`src/rtl/boot_pkg.sv`:
```
`timescale 1ns/1ps
package boot_pkg;
  localparam logic [7:0] READ_CMD   = 8'h03;
  localparam logic [1:0] MODE_SPI   = 2'b11;
  localparam logic [1:0] CAUSE_POR  = 2'b00;
  localparam logic [1:0] CAUSE_SW   = 2'b01;
  localparam int         HDR_BYTES  = 10;
  localparam int         HDR_BITS   = HDR_BYTES * 8;
  localparam int         MAX_AWIDTH = 3;

  typedef enum logic [3:0] {
    S_IDLE, S_HOLD, S_CMD, S_ADR, S_PROBE, S_GAP,
    S_HDR, S_PAY, S_ZERO, S_DONE, S_ERR
  } seq_state_t;
endpackage

```
`src/rtl/boot_cfg_latch.sv`:
```
`timescale 1ns/1ps
module boot_cfg_latch
  import boot_pkg::*;
(
  input  logic       clk,
  input  logic       rst,
  input  logic [1:0] rst_cause_i,
  input  logic [1:0] mode_pins_i,
  input  logic       bypass_bit_i,
  output logic       spi_sel_o,
  output logic       bypass_o
);
  logic [1:0] mode_q;
  logic       byp_q;
  logic       take;

  assign take = rst && (rst_cause_i == CAUSE_POR || rst_cause_i == CAUSE_SW);

  always_ff @(posedge clk) begin
    if (take) begin
      mode_q <= mode_pins_i;
      byp_q  <= (rst_cause_i == CAUSE_SW) && bypass_bit_i;
    end
  end

  assign spi_sel_o = (mode_q == MODE_SPI);
  assign bypass_o  = byp_q;


  mode_hold_chk: assert property (@(posedge clk) disable iff (rst)
    $stable(mode_q) && $stable(byp_q));
endmodule

```
`src/rtl/spi_byte_engine.sv`:
```
`timescale 1ns/1ps
module spi_byte_engine #(
  parameter int DIV = 4
) (
  input  logic       clk,
  input  logic       rst,
  input  logic       start_i,
  input  logic [7:0] tx_i,
  input  logic       miso_i,
  output logic       sclk_o,
  output logic       mosi_o,
  output logic       busy_o,
  output logic       done_o,
  output logic [7:0] rx_o
);
  localparam int HALF = (DIV < 4) ? 2 : DIV / 2;
  localparam int CW   = (HALF > 1) ? $clog2(HALF) : 1;

  logic [CW-1:0] div_q;
  logic [2:0]    bit_q;
  logic [7:0]    sh_q;

  always_ff @(posedge clk) begin
    if (rst) begin
      busy_o <= 1'b0;
      sclk_o <= 1'b0;
      mosi_o <= 1'b0;
      done_o <= 1'b0;
      div_q  <= '0;
      bit_q  <= '0;
      sh_q   <= '0;
      rx_o   <= '0;
    end else begin
      done_o <= 1'b0;
      if (!busy_o) begin
        if (start_i) begin
          busy_o <= 1'b1;
          sh_q   <= tx_i;
          mosi_o <= tx_i[7];
          div_q  <= '0;
          bit_q  <= '0;
          sclk_o <= 1'b0;
        end
      end else if (div_q == CW'(HALF - 1)) begin
        div_q <= '0;
        if (!sclk_o) begin
          sclk_o <= 1'b1;
          rx_o   <= {rx_o[6:0], miso_i};
        end else begin
          sclk_o <= 1'b0;
          if (bit_q == 3'd7) begin
            busy_o <= 1'b0;
            done_o <= 1'b1;
          end else begin
            bit_q  <= bit_q + 3'd1;
            sh_q   <= {sh_q[6:0], 1'b0};
            mosi_o <= sh_q[6];
          end
        end
      end else begin
        div_q <= div_q + CW'(1);
      end
    end
  end


  done_pulse_chk: assert property (@(posedge clk) disable iff (rst)
    done_o |=> !done_o);

  sclk_busy_chk: assert property (@(posedge clk) disable iff (rst)
    sclk_o |-> busy_o);
endmodule

```
`src/rtl/boot_sequencer.sv`:
```
`timescale 1ns/1ps
module boot_sequencer
  import boot_pkg::*;
#(
  parameter int              ADDR_W    = 32,
  parameter int              CNT_W     = 32,
  parameter int              GAP_CYC   = 4,
  parameter logic [ADDR_W-1:0] IMEM_BASE = '0
) (
  input  logic              clk,
  input  logic              rst,
  input  logic              spi_sel_i,
  input  logic              bypass_i,
  output logic              eng_start_o,
  output logic [7:0]        eng_tx_o,
  input  logic              eng_done_i,
  input  logic [7:0]        eng_rx_i,
  output logic              cs_n_o,
  output logic              mem_we_o,
  output logic [ADDR_W-1:0] mem_addr_o,
  output logic [7:0]        mem_wdata_o,
  output logic              done_o,
  output logic              err_o,
  output logic [ADDR_W-1:0] exec_addr_o
);
  seq_state_t          state;
  logic [1:0]          wsel;
  logic [CNT_W-1:0]    idx;
  logic [HDR_BITS-1:0] hdr_q;
  logic [HDR_BITS-1:0] hdr_nx;
  logic [ADDR_W-1:0]   dst;
  logic [CNT_W-1:0]    rem;
  logic                last_q;
  logic                inflight;
  logic                want;

  assign want = (state == S_CMD) || (state == S_ADR) || (state == S_PROBE) ||
                (state == S_HDR) || (state == S_PAY);
  assign eng_start_o = want && !inflight;
  assign eng_tx_o    = (state == S_CMD) ? READ_CMD : 8'h00;
  assign hdr_nx      = {eng_rx_i, hdr_q[HDR_BITS-1:8]};

  always_ff @(posedge clk) begin
    if (rst) begin
      state       <= S_IDLE;
      wsel        <= 2'd1;
      idx         <= '0;
      hdr_q       <= '0;
      dst         <= '0;
      rem         <= '0;
      last_q      <= 1'b0;
      inflight    <= 1'b0;
      cs_n_o      <= 1'b1;
      mem_we_o    <= 1'b0;
      mem_addr_o  <= '0;
      mem_wdata_o <= '0;
      done_o      <= 1'b0;
      err_o       <= 1'b0;
      exec_addr_o <= '0;
    end else begin
      mem_we_o <= 1'b0;
      if (eng_start_o) inflight <= 1'b1;
      else if (eng_done_i) inflight <= 1'b0;

      case (state)
        S_IDLE: begin
          if (bypass_i) state <= S_DONE;
          else if (spi_sel_i) begin
            state  <= S_CMD;
            cs_n_o <= 1'b0;
            wsel   <= 2'd1;
          end else state <= S_HOLD;
        end
        S_HOLD: state <= S_HOLD;
        S_CMD: if (eng_done_i) begin
          state <= S_ADR;
          idx   <= '0;
        end
        S_ADR: if (eng_done_i) begin
          if (idx[1:0] == wsel - 2'd1) state <= S_PROBE;
          else idx <= idx + CNT_W'(1);
        end
        S_PROBE: if (eng_done_i) begin
          if (eng_rx_i != 8'hFF) begin
            state <= S_HDR;
            hdr_q <= hdr_nx;
            idx   <= CNT_W'(1);
          end else begin
            cs_n_o <= 1'b1;
            idx    <= '0;
            if (wsel == 2'(MAX_AWIDTH)) state <= S_ERR;
            else begin
              wsel  <= wsel + 2'd1;
              state <= S_GAP;
            end
          end
        end
        S_GAP: begin
          idx <= idx + CNT_W'(1);
          if (idx == CNT_W'(GAP_CYC - 1)) begin
            state  <= S_CMD;
            cs_n_o <= 1'b0;
          end
        end
        S_HDR: if (eng_done_i) begin
          hdr_q <= hdr_nx;
          if (idx == CNT_W'(HDR_BYTES - 1)) begin
            idx    <= '0;
            dst    <= hdr_nx[ADDR_W-1:0];
            rem    <= hdr_nx[32 +: CNT_W];
            last_q <= hdr_nx[79];
            if (hdr_nx[32 +: CNT_W] == '0) begin
              if (hdr_nx[79]) begin
                state  <= S_DONE;
                cs_n_o <= 1'b1;
              end
            end else if (hdr_nx[64]) state <= S_ZERO;
            else state <= S_PAY;
          end else idx <= idx + CNT_W'(1);
        end
        S_PAY: if (eng_done_i) begin
          mem_we_o    <= 1'b1;
          mem_addr_o  <= dst;
          mem_wdata_o <= eng_rx_i;
          dst         <= dst + ADDR_W'(1);
          rem         <= rem - CNT_W'(1);
          if (rem == CNT_W'(1)) begin
            if (last_q) begin
              state  <= S_DONE;
              cs_n_o <= 1'b1;
            end else state <= S_HDR;
          end
        end
        S_ZERO: begin
          mem_we_o    <= 1'b1;
          mem_addr_o  <= dst;
          mem_wdata_o <= 8'h00;
          dst         <= dst + ADDR_W'(1);
          rem         <= rem - CNT_W'(1);
          if (rem == CNT_W'(1)) begin
            if (last_q) begin
              state  <= S_DONE;
              cs_n_o <= 1'b1;
            end else state <= S_HDR;
          end
        end
        S_DONE: begin
          cs_n_o      <= 1'b1;
          done_o      <= 1'b1;
          exec_addr_o <= IMEM_BASE;
        end
        S_ERR: begin
          cs_n_o <= 1'b1;
          err_o  <= 1'b1;
        end
        default: state <= S_HOLD;
      endcase
    end
  end


  cs_hold_chk: assert property (@(posedge clk) disable iff (rst)
    (state == S_HDR || state == S_PAY || state == S_ZERO) |-> !cs_n_o);

  zero_write_chk: assert property (@(posedge clk) disable iff (rst)
    (state == S_ZERO) |=> (mem_we_o && mem_wdata_o == 8'h00));

  err_halt_chk: assert property (@(posedge clk) disable iff (rst)
    err_o |=> (err_o && cs_n_o && !mem_we_o));
endmodule

```
`src/rtl/spi_boot_loader.sv`:
```
`timescale 1ns/1ps
module spi_boot_loader
  import boot_pkg::*;
#(
  parameter int                ADDR_W    = 32,
  parameter int                CNT_W     = 32,
  parameter int                DIV       = 4,
  parameter logic [ADDR_W-1:0] IMEM_BASE = 32'hFFA0_0000
) (
  input  logic              clk,
  input  logic              rst,
  input  logic [1:0]        rst_cause,
  input  logic [1:0]        boot_mode,
  input  logic              bypass_bit,
  output logic              spi_sclk,
  output logic              spi_mosi,
  input  logic              spi_miso,
  output logic              spi_cs_n,
  output logic              mem_we,
  output logic [ADDR_W-1:0] mem_addr,
  output logic [7:0]        mem_wdata,
  output logic              boot_done,
  output logic [ADDR_W-1:0] exec_addr,
  output logic              boot_err
);
  localparam int GAP_CYC = (DIV < 4) ? 4 : DIV;

  logic       spi_sel, bypass;
  logic       eng_start, eng_busy, eng_done;
  logic [7:0] eng_tx, eng_rx;

  boot_cfg_latch u_cfg (
    .clk(clk), .rst(rst), .rst_cause_i(rst_cause), .mode_pins_i(boot_mode),
    .bypass_bit_i(bypass_bit), .spi_sel_o(spi_sel), .bypass_o(bypass)
  );

  spi_byte_engine #(.DIV(DIV)) u_eng (
    .clk(clk), .rst(rst), .start_i(eng_start), .tx_i(eng_tx), .miso_i(spi_miso),
    .sclk_o(spi_sclk), .mosi_o(spi_mosi), .busy_o(eng_busy), .done_o(eng_done),
    .rx_o(eng_rx)
  );

  boot_sequencer #(
    .ADDR_W(ADDR_W), .CNT_W(CNT_W), .GAP_CYC(GAP_CYC), .IMEM_BASE(IMEM_BASE)
  ) u_seq (
    .clk(clk), .rst(rst), .spi_sel_i(spi_sel), .bypass_i(bypass),
    .eng_start_o(eng_start), .eng_tx_o(eng_tx), .eng_done_i(eng_done),
    .eng_rx_i(eng_rx), .cs_n_o(spi_cs_n), .mem_we_o(mem_we),
    .mem_addr_o(mem_addr), .mem_wdata_o(mem_wdata), .done_o(boot_done),
    .err_o(boot_err), .exec_addr_o(exec_addr)
  );


  sclk_cs_chk: assert property (@(posedge clk) disable iff (rst)
    spi_sclk |-> !spi_cs_n);

  start_idle_chk: assert property (@(posedge clk) disable iff (rst)
    eng_start |-> !eng_busy);

  done_err_excl_chk: assert property (@(posedge clk) disable iff (rst)
    !(boot_done && boot_err));

  done_no_write_chk: assert property (@(posedge clk) disable iff (rst)
    boot_done |-> !mem_we);

  addr_step_chk: assert property (@(posedge clk) disable iff (rst)
    (mem_we && $past(mem_we)) |-> (mem_addr == $past(mem_addr) + ADDR_W'(1)));
endmodule

```
`config.mk`:
```
export PLATFORM = sky130hd
export DESIGN_NAME = spi_boot_loader
export DESIGN_NICKNAME = d
export VERILOG_FILES = /design/src/rtl/boot_pkg.sv /design/src/rtl/boot_cfg_latch.sv /design/src/rtl/spi_byte_engine.sv /design/src/rtl/boot_sequencer.sv /design/src/rtl/spi_boot_loader.sv
export SDC_FILE = /design/constraint.sdc
export NUM_CORES = 1
export LEC_CHECK = 0
export CAP_MARGIN = 10
export CORE_ASPECT_RATIO = 1.1
export CORE_MARGIN = 1
export CORE_UTILIZATION = 55
export DETAILED_ROUTE_END_ITERATION = 10
export PLACE_DENSITY = 0.82
export SLEW_MARGIN = 15
export SYNTH_ARGS = -nofsm -noshare
export SYNTH_HDL_FRONTEND = slang
export SYNTH_SLANG_ARGS = --single-unit
```
`constraint.sdc`:
```
create_clock -name clk -period 3.75 [get_ports clk]
set_input_delay 1.125 -clock clk [delete_from_list [all_inputs] [get_ports clk]]
set_output_delay 1.125 -clock clk [all_outputs]
set_load 0.02 [all_outputs]
```
After elaboration in Yosys (flattened, before gate mapping)
Index checks and enable logic that the tools add are counted. Widths: inputs -> output; s select.

Bits of input ports: 8. Logic and storage cells: 200. Bits in registers: 255.

Equality and inequality tests: 38. Bitwise gates (word level): 4. Muxes and demuxes: 93. Reductions and logical operators: 33. $add $sub $neg: 7.

Operators by type and width (count): $mux 32 (13); $mux 80 (3); $pmux 32 s3 (2); $pmux 32 s5 (1); $pmux 80 s2 (1); $add 32x1->32 const B (2); $mux 4 (16); $pmux 32 s2 (1); $pmux 4 s9 (1); $mux 7 (5); $ne 2x2->1 const B (17); $mux 1 (33); $eq 32x1->1 const B (1); $eq 32x2->1 const B (1); $eq 32x4->1 const B (1); $logic_not 32->1 (1); $sub 32x1->32 const B (1); $eq 4x3->1 const B (4); $pmux 8 s2 (1); $mux 3 (5); $mux 2 (7); $eq 4x4->1 const B (3); $reduce_and 4->1 (3); $reduce_and 6->1 (2); 32 further kinds (50).

Logic depth before layout (Yosys ltp)
Gate-level depths: netlist (run 1).

Depth in word-level cells: 8. Gate-level depth with buffers: 12.

Hierarchy
From an unflattened synthesis (run 1), not the netlist that was laid out.

Cell total of the unflattened synthesis: 1530. Area total of the unflattened synthesis: 11955.2 um^2.

By module, submodules not included: boot_sequencer (area each 10829.1 um^2, times used 1, sequential area each 4404.2 um^2, cells an instance 1429); spi_byte_engine (area each 1014.7 um^2, times used 1, sequential area each 460.4 um^2, cells an instance 95); boot_cfg_latch (area each 111.4 um^2, times used 1, sequential area each 90.1 um^2, cells an instance 6).

Least setup slack after synthesis (run 1)
OpenSTA, ideal clock, no wires.

Kind: reg2reg. Start point: register u_seq.rem[24]. End point: register u_seq.state[3]. Clock period less this slack: 2672 ps. Stages on the path, launching flop included: 7. Slack: 1078 ps. Arrival: 2551 ps. Data required time: 3629 ps. Path through: dfxtp_1 -> or4_4 -> or3_4 -> or4_4 -> o31ai_4 -> nand4_4 -> mux2_4.

Cells in the longest elaborated chain, start to end: 4.

RTL lines: from (decl) (line boot_sequencer.sv:32) `logic [CNT_W-1:0] rem;`; from (signal assigned) (line boot_sequencer.sv:110) `rem <= hdr_nx[32 +: CNT_W];`; from (signal assigned) (line boot_sequencer.sv:126) `rem <= rem - CNT_W'(1);`; from (signal assigned) (line boot_sequencer.sv:139) `rem <= rem - CNT_W'(1);`; $eq 32x1->1 * (line boot_sequencer.sv:127, boot_sequencer.sv:140); $mux 4 *; $mux 4; $pmux 4 s9 *; to (signal assigned) (line boot_sequencer.sv:129) `state <= S_DONE;`; to (signal assigned) (line boot_sequencer.sv:131) `end else state <= S_HDR;`; to (signal assigned) (line boot_sequencer.sv:142) `state <= S_DONE;`; to (decl) (line boot_sequencer.sv:26) `seq_state_t state;`.

Every way passes the cells marked *; elsewhere a longest branch is shown, timed or not. The select of a mux whose other input is x is not followed. A chain may end at the register's enable or synchronous reset.

==> results.md, run 1 <==
- TritonCTS clock tree: built
- Final Skew: about 0.016 ns
- Hold Path Class: reg -> reg
- DR vias: 10922
- Clock Tree Root: clkbuf_16
- Hpwl dp: 19300 um
- First-pass GRT wire length: slightly below 50000 um
- Static leakage: 4.38 nW
- Final hold vios: 0
- Slew @ Worst Pin: 1.01 ns
- Detailed Routing Iterations Pass 1: 6
- Die area: 21800 um2
- Wire length per cell: 16.0 um
- Std cell rows: 55
- Hold Path End: u_seq.mem_addr_o[19]$_SDFFE_PP0P_
- RSZ-0062 raised after global routing: false
- Final wirelength: between 20000 and 30000 um
- Initial antenna violation count: 0
- Clock Sink Count: 246
- Fillers: 1759
- CP peak stage delay: 0.68 ns
- Setup bufs post-CTS: 0
- Crit. End Element: output pin
- Period Utilization, post-route: 75.2%
- Multi-input logic area: 6090 um2
- Clock tree buffer depth: 3
- Worst setup path class: reg -> out
- Peak VDD IR: 0.264 mV
- Seq cells post-synth: 246
- Status: finished, final reports clean
- Buf/Inv on CP: 1
- Layout cell share with drive strength beyond 1: under 10%
- Mapped Avg Cell Area: 7.62 um2
- Utilization after layout: between 60% and 70%
- Mapped Area: around 12000 um2
- Area grow syn2layout: 12.9%
- Number of synthesized flops with an enable pin: 3
- Top-Level Pins: 86
- Dominant synthesized flop cell: dfxtp_1
- DR iter-0 viols: 970
- Max Clk Rate: 355 MHz
- Placer congestion estimate: 0.902
- Die Span Y: 155 um
- Worst EP arrival: roughly 1.7 ns
- Crit start category: register
- Slowest stage cell, crit path: clkdlybuf4s50_1
- Commonest non-fill, non-tap cell in the layout: nand2_1
- GRT overflow: 0
- Die X: between 100 and 150 um
- Ys async rst share: 0%
- Hold buffers post-CTS: 0
- Req. time, crit path: 2.62 ns
- Crit Path Max Fanout: 12
- CP Cell Sequence: clkdlybuf4s50_1
- Max cap viols: 0
- HP Start: u_seq.mem_addr_o[19]$_SDFFE_PP0P_
- Total GRT Usage: between 20% and 30%
- Storage element area: 4950 um2
- CTS H-Tree Depth: 1
- Core Box Area: 20700 um2
- Register area share after synthesis: between 40% and 50%
- Worst-Skew Late Latency: around 0.52 ns
- Post-layout minimum cycle time: roughly 2.8 ns
- Worst R2R Start: u_seq.rem[24]$_SDFFE_PP0P_
- Largest net degree at the start of global routing: 74
- Port-buffer cells: 63
- Setup violators final: 0
- Final max-slew violation count: 0
- Number of global-route vias before repair: 9910
- Worst Reg-to-Reg Cells: 6
- Hold path cells: 2
- Post-route antenna net violation count: 0
- Effective utilization at floorplan: 56.4%
- Synth Warn #: 0
- Synth Instances: approximately 1500
- Reg clk slew, reported paths: 0.06 ns
- Worst reg2reg endpoint: u_seq.state[3]$_SDFFE_PP0P_
- Reg-to-reg slack, setup: 0.94 ns
- Family with the most delay on the worst path: buffers and inverters
- Post-CTS sizing: 0
- PwrDens: 544 nW/um2
- Routed vias/inst: 5.95
- Commonest non-fill, non-tap cells in the layout: 368 x nand2_1, 243 x dfxtp_1, 185 x a21oi_1
- Synth unique cells: 80
- Relative slew slack: between 30% and 40%
- Setup TNS: 0 ns
- Antenna Cells: 0
- DRC: 0
- Min Hold Slack: 0.450 ns
- Layout Nets: 1549
- CTS Buf Count: 25
[kinds of logic after synthesis]
| logic type | Yosys count | share of synthesized area, % |
|---|---|---|
| AO/OA/AOI/OAI | 405 | 21.0 |
| XOR/XNOR | 29 | 2.17 |
| adder cells (fa/ha/maj) | 8 | 0.857 |
| buffers and inverters | 155 | 6.43 |
| flip-flops | 246 | 42.4 |
| multiplexers | 17 | 1.50 |
| other | 1 | 0.0321 |
| AND/OR/NAND/NOR | 671 | 25.6 |
[area by class of cell]
class	instances	share of cell area [%]
Inverter	18	0.522
Tap cell	285	2.70
Clock inverter	16	1.32
Multi-Input combinational cell	1152	46.2
Clock buffer	29	5.09
Timing Repair Buffer	90	6.61
Sequential cell	246	37.6
[Yosys cell counts, types with 6 or more instances]
master    count  share of area, %
ha_1          8              0.86
and4_1        6              0.45
o21ai_0      41               1.8
o31ai_1      24               1.5
clkbuf_1     85               2.7
a21oi_1     186               8.0
buf_4        33               2.1
xnor2_1      22               1.6
o41ai_1       8              0.60
a31oi_1      11              0.59
nor2b_1       8              0.43
o21a_1        7              0.45
dfxtp_1     243                42
nor3_1       31               1.3
nand2b_1      7              0.37
a32o_1        8              0.69
nor4_1       21               1.1
nand3_1      40               1.7
o21ai_1      42               1.8
inv_1        15              0.48
o31a_1        8              0.60
nor2_1      125               4.0
buf_2         7              0.30
xor2_1        7              0.52
and3_1       10              0.54
a211oi_1     11              0.71
a22oi_1      14              0.90
mux2i_1      16               1.4
nand2_1     369                12
buf_1         8              0.26
nand4_1      15              0.80
[report_power, final]
group / internal [W] / total [W] / switching, W / leakage (nW)
registers: 0.00271 / 0.00280 / 0.0000906 / 1.99
clock network: 0.00149 / 0.00255 / 0.00106 / 0.413
logic: 0.000587 / 0.00182 / 0.00123 / 1.98
total: 0.00479 / 0.00717 / 0.00238 / 4.38
[routing by layer]
metal  GRT usage [%]  routed length, um
met4            7.82                647
met2            45.0              13800
met3            3.68               1930
met5               0                  0
met1            36.6              13100
[per-stage QoR]
step           setup WS [ns]  std cells  area, um2  power [W]
3_3_place_gp            1.01       1791      12300    0.00460
6_report               0.931       1836      13200    0.00717
4_1_cts                0.901       1836      13200    0.00715
2_1_floorplan           1.08       1553      11800    0.00421
5_1_grt                0.732       1836      13200    0.00749
3_5_place_dp           0.962       1791      12300    0.00463
[worst max-delay path by stage]
stage / startpoint / endpoint / cells past startpoint
floorplan: u_seq.rem[24]$_SDFFE_PP0P_ / u_seq.state[3]$_SDFFE_PP0P_ / 6
global placement: u_seq.rem[24]$_SDFFE_PP0P_ / u_seq.state[3]$_SDFFE_PP0P_ / 6
CTS: u_seq.done_o$_SDFFE_PP0P_ / exec_addr[27] / 1
global route: u_seq.idx[25]$_SDFFE_PP0P_ / u_seq.dst[5]$_SDFFE_PP0P_ / 7
finish: u_seq.done_o$_SDFFE_PP0P_ / exec_addr[27] / 1
detailed placement: u_seq.rem[24]$_SDFFE_PP0P_ / u_seq.state[3]$_SDFFE_PP0P_ / 6
[registers in the layout, summed over array words and instances, names as in the netlist, 2 cells and up]
| name | count |
|---|---|
| u_cfg.mode_q | 2 |
| u_eng.bit_q | 3 |
| u_eng.rx_o | 8 |
| u_eng.sh_q | 7 |
| u_seq.dst | 32 |
| u_seq.hdr_q | 72 |
| u_seq.idx | 32 |
| u_seq.mem_addr_o | 32 |
| u_seq.mem_wdata_o | 8 |
| u_seq.rem | 32 |
| u_seq.state | 4 |
| u_seq.wsel | 2 |
(Power assumes the default switching activity.)
==> inputs of run 2 (changes only) <==
==> constraint.sdc (replaced) <==
create_clock -name clk -period 2.65 [get_ports clk]
set_input_delay 0.795 -clock clk [delete_from_list [all_inputs] [get_ports clk]]
set_output_delay 0.795 -clock clk [all_outputs]
set_load 0.02 [all_outputs]
==> results.md, run 2 (synthesis gave the netlist of run 1 again) <==
- Status: finished, final reports clean
- DR vias: 11142 (+2.0%)
- CTS H-Tree Depth: 1 (unchanged)
- Worst-Skew Late Latency: 0.53 ns (about the same)
- Clock Tree Root: clkbuf_16
- Placed Cells: 1813 (+1.2%)
- Crit Path Max Fanout: 5 (-7)
- DR iter-0 viols: 1151 (+19%)
- Cell Count, Final, Fillers Out: 1860 (+1.3%)
- Setup TNS: 0 ns (unchanged)
- Max cap viols: 0 (unchanged)
- Initial antenna violation count: 0 (unchanged)
- Commonest non-fill, non-tap cell in the layout: nand2_1
- Hold Path Class: reg -> reg
- Largest net degree at the start of global routing: 88 (+19%)
- Final wirelength: 30000 um (+2.0%)
- Setup violators final: 0 (unchanged)
- Final hold vios: 0 (unchanged)
- Die X: 141 um (unchanged)
- Slew @ Worst Pin: 0.707 ns (-0.305 ns)
- TritonCTS clock tree: built
- Max Clk Rate: 383 MHz
- Total GRT Usage: 27.3% (+0.27 points)
- Req. time, crit path: 3.07 ns (+0.45 ns)
- Post-route antenna net violation count: 0 (unchanged)
- Port-buffer cells: 63 (unchanged)
- Static leakage: 4.55 nW (+4.0%)
- Final worst setup slack: 0.0370 ns (-0.894 ns)
- Hpwl dp: 19800 um (+2.8%)
- Post-layout minimum cycle time: 2.61 ns
- Die Span Y: 155 um (unchanged)
- Antenna Cells: 0 (unchanged)
- PwrDens: 771 nW/um2 (+42%)
- First-pass GRT wire length: 49400 um (about the same)
- Number of global-route vias before repair: 10077 (+1.7%)
- Layout Nets: 1574 (+1.6%)
- Clock tree buffer depth: 3 (unchanged)
- Std cell rows: 55 (unchanged)
- Layout cell share with drive strength beyond 1: 7.62% (+1.3 points)
- Worst EP arrival: 3.03 ns (+1.34 ns)
- Final max-slew violation count: 0 (unchanged)
- Clock Sink Count: 246 (unchanged)
- Final Skew: 0.0126 ns (-0.00328 ns)
- Peak VDD IR: 0.485 mV (+84%)
- Area grow syn2layout: 15.5%
- Fillers: 1702 (-3.2%)
- Commonest non-fill, non-tap cells in the layout: 368 x nand2_1, 243 x dfxtp_1, 185 x a21oi_1
- Top-Level Pins: 86 (unchanged)
- Core Box Area: 20700 um2 (unchanged)
- CTS Buf Count: 26 (+4.0%)
- Wire length per cell: 16.2 um (+0.65%)
- Reg clk slew, reported paths: 0.06 ns (about the same)
- DRC: 0 (unchanged)
- Crit. End Element: register
- Period Utilization, post-route: 98.6%
- Die area: 21800 um2 (unchanged)
- Effective utilization at floorplan: 56.4% (unchanged)
- Detailed Routing Iterations Pass 1: 5 (-1)
- Relative slew slack: 52.7% (+21 points)
- GRT overflow: 0 (unchanged)
- Largest Register: u_seq.hdr_q
- Placer congestion estimate: 0.925 (+2.6%)
- Crit start category: register
- Worst setup path class: reg -> reg
- Routed vias/inst: 5.99 (+0.70%)
- Pre-CTS WS: 0.0548 ns (-0.907 ns)
- Max reg flops: 72 (unchanged)
-- run 2: cell count changes in the layout (fill, tap and decap cells not counted), moves of 2 or more --
cell        before  now
buf_4           24   41
buf_12           3   10
clkbuf_8         3    9
clkinv_2         8    4
clkbuf_1         1    4
clkinv_4         3    0
clkinvlp_4       3    0
bufinv_16        3    1
clkbuf_16       25   27
-- run 2: area by class of cell --
class	count	area, um2	area share [%]
multi-input cells	1152	6100	45.2
well taps	285	357	2.64
clock inverters	5	53.8	0.399
clock buffers	40	815	6.04
inverters	18	68.8	0.510
repair buffers	114	1140	8.45
flip-flops and latches	246	4950	36.7
-- run 2: through the flow --
stage / power (W) / utilization (%) / instance area (um2) / hold slack (ns)
2_1_floorplan: 0.00596 / - / 11800 / 0.432
3_3_place_gp: 0.00664 / 60.8 / 12600 / 0.438
3_5_place_dp: 0.00670 / 60.8 / 12600 / 0.445
4_1_cts: 0.0104 / 65.0 / 13500 / 0.453
5_1_grt: 0.0108 / 65.1 / 13500 / 0.474
6_report: 0.0104 / 65.1 / 13500 / 0.451
-- run 2: report_power, final --
| group | leakage (nW) | switching [W] | internal, W |
|---|---|---|---|
| Clock | 0.433 | 0.00147 | 0.00220 |
| Combinational | 2.13 | 0.00176 | 0.000965 |
| Sequential | 1.99 | 0.000164 | 0.00384 |
-- run 2: metal layers --
metal / GRT usage, % / share of wire [%]
met2: 45.7 / 47
met5: 0 / 0
met4: 8.80 / 2.6
met3: 4.71 / 8.1
met1: 35.7 / 42
-- run 2: repair_timing --
item / in CTS / in global routing
gates resized for setup: 0 / 2
endpoints found under the hold margin: 0 / 0
setup buffers: 0 / 2
hold buffers: 0 / 0
endpoints found under the setup margin: 0 / 6
-- run 2: final timing paths --
check	start	endpoint	slack (ns)	cells after the start
max	u_seq.rem[24]$_SDFFE_PP0P_	u_seq.state[3]$_SDFFE_PP0P_	0.04	6
min	u_seq.mem_addr_o[13]$_SDFFE_PP0P_	u_seq.mem_addr_o[13]$_SDFFE_PP0P_	0.45	2
max reg2reg	u_seq.rem[24]$_SDFFE_PP0P_	u_seq.state[3]$_SDFFE_PP0P_	0.04	6
min reg2reg	u_seq.mem_addr_o[13]$_SDFFE_PP0P_	u_seq.mem_addr_o[13]$_SDFFE_PP0P_	0.45	2
-- run 2: worst max-delay path, stage by stage, from the launching register on --
cell and delay (ns):
dfxtp_1 0.33, or4_4 0.57, or3_4 0.35, or4_4 0.52, o31ai_4 0.30, nand4_4 0.13
mux2_4 0.31
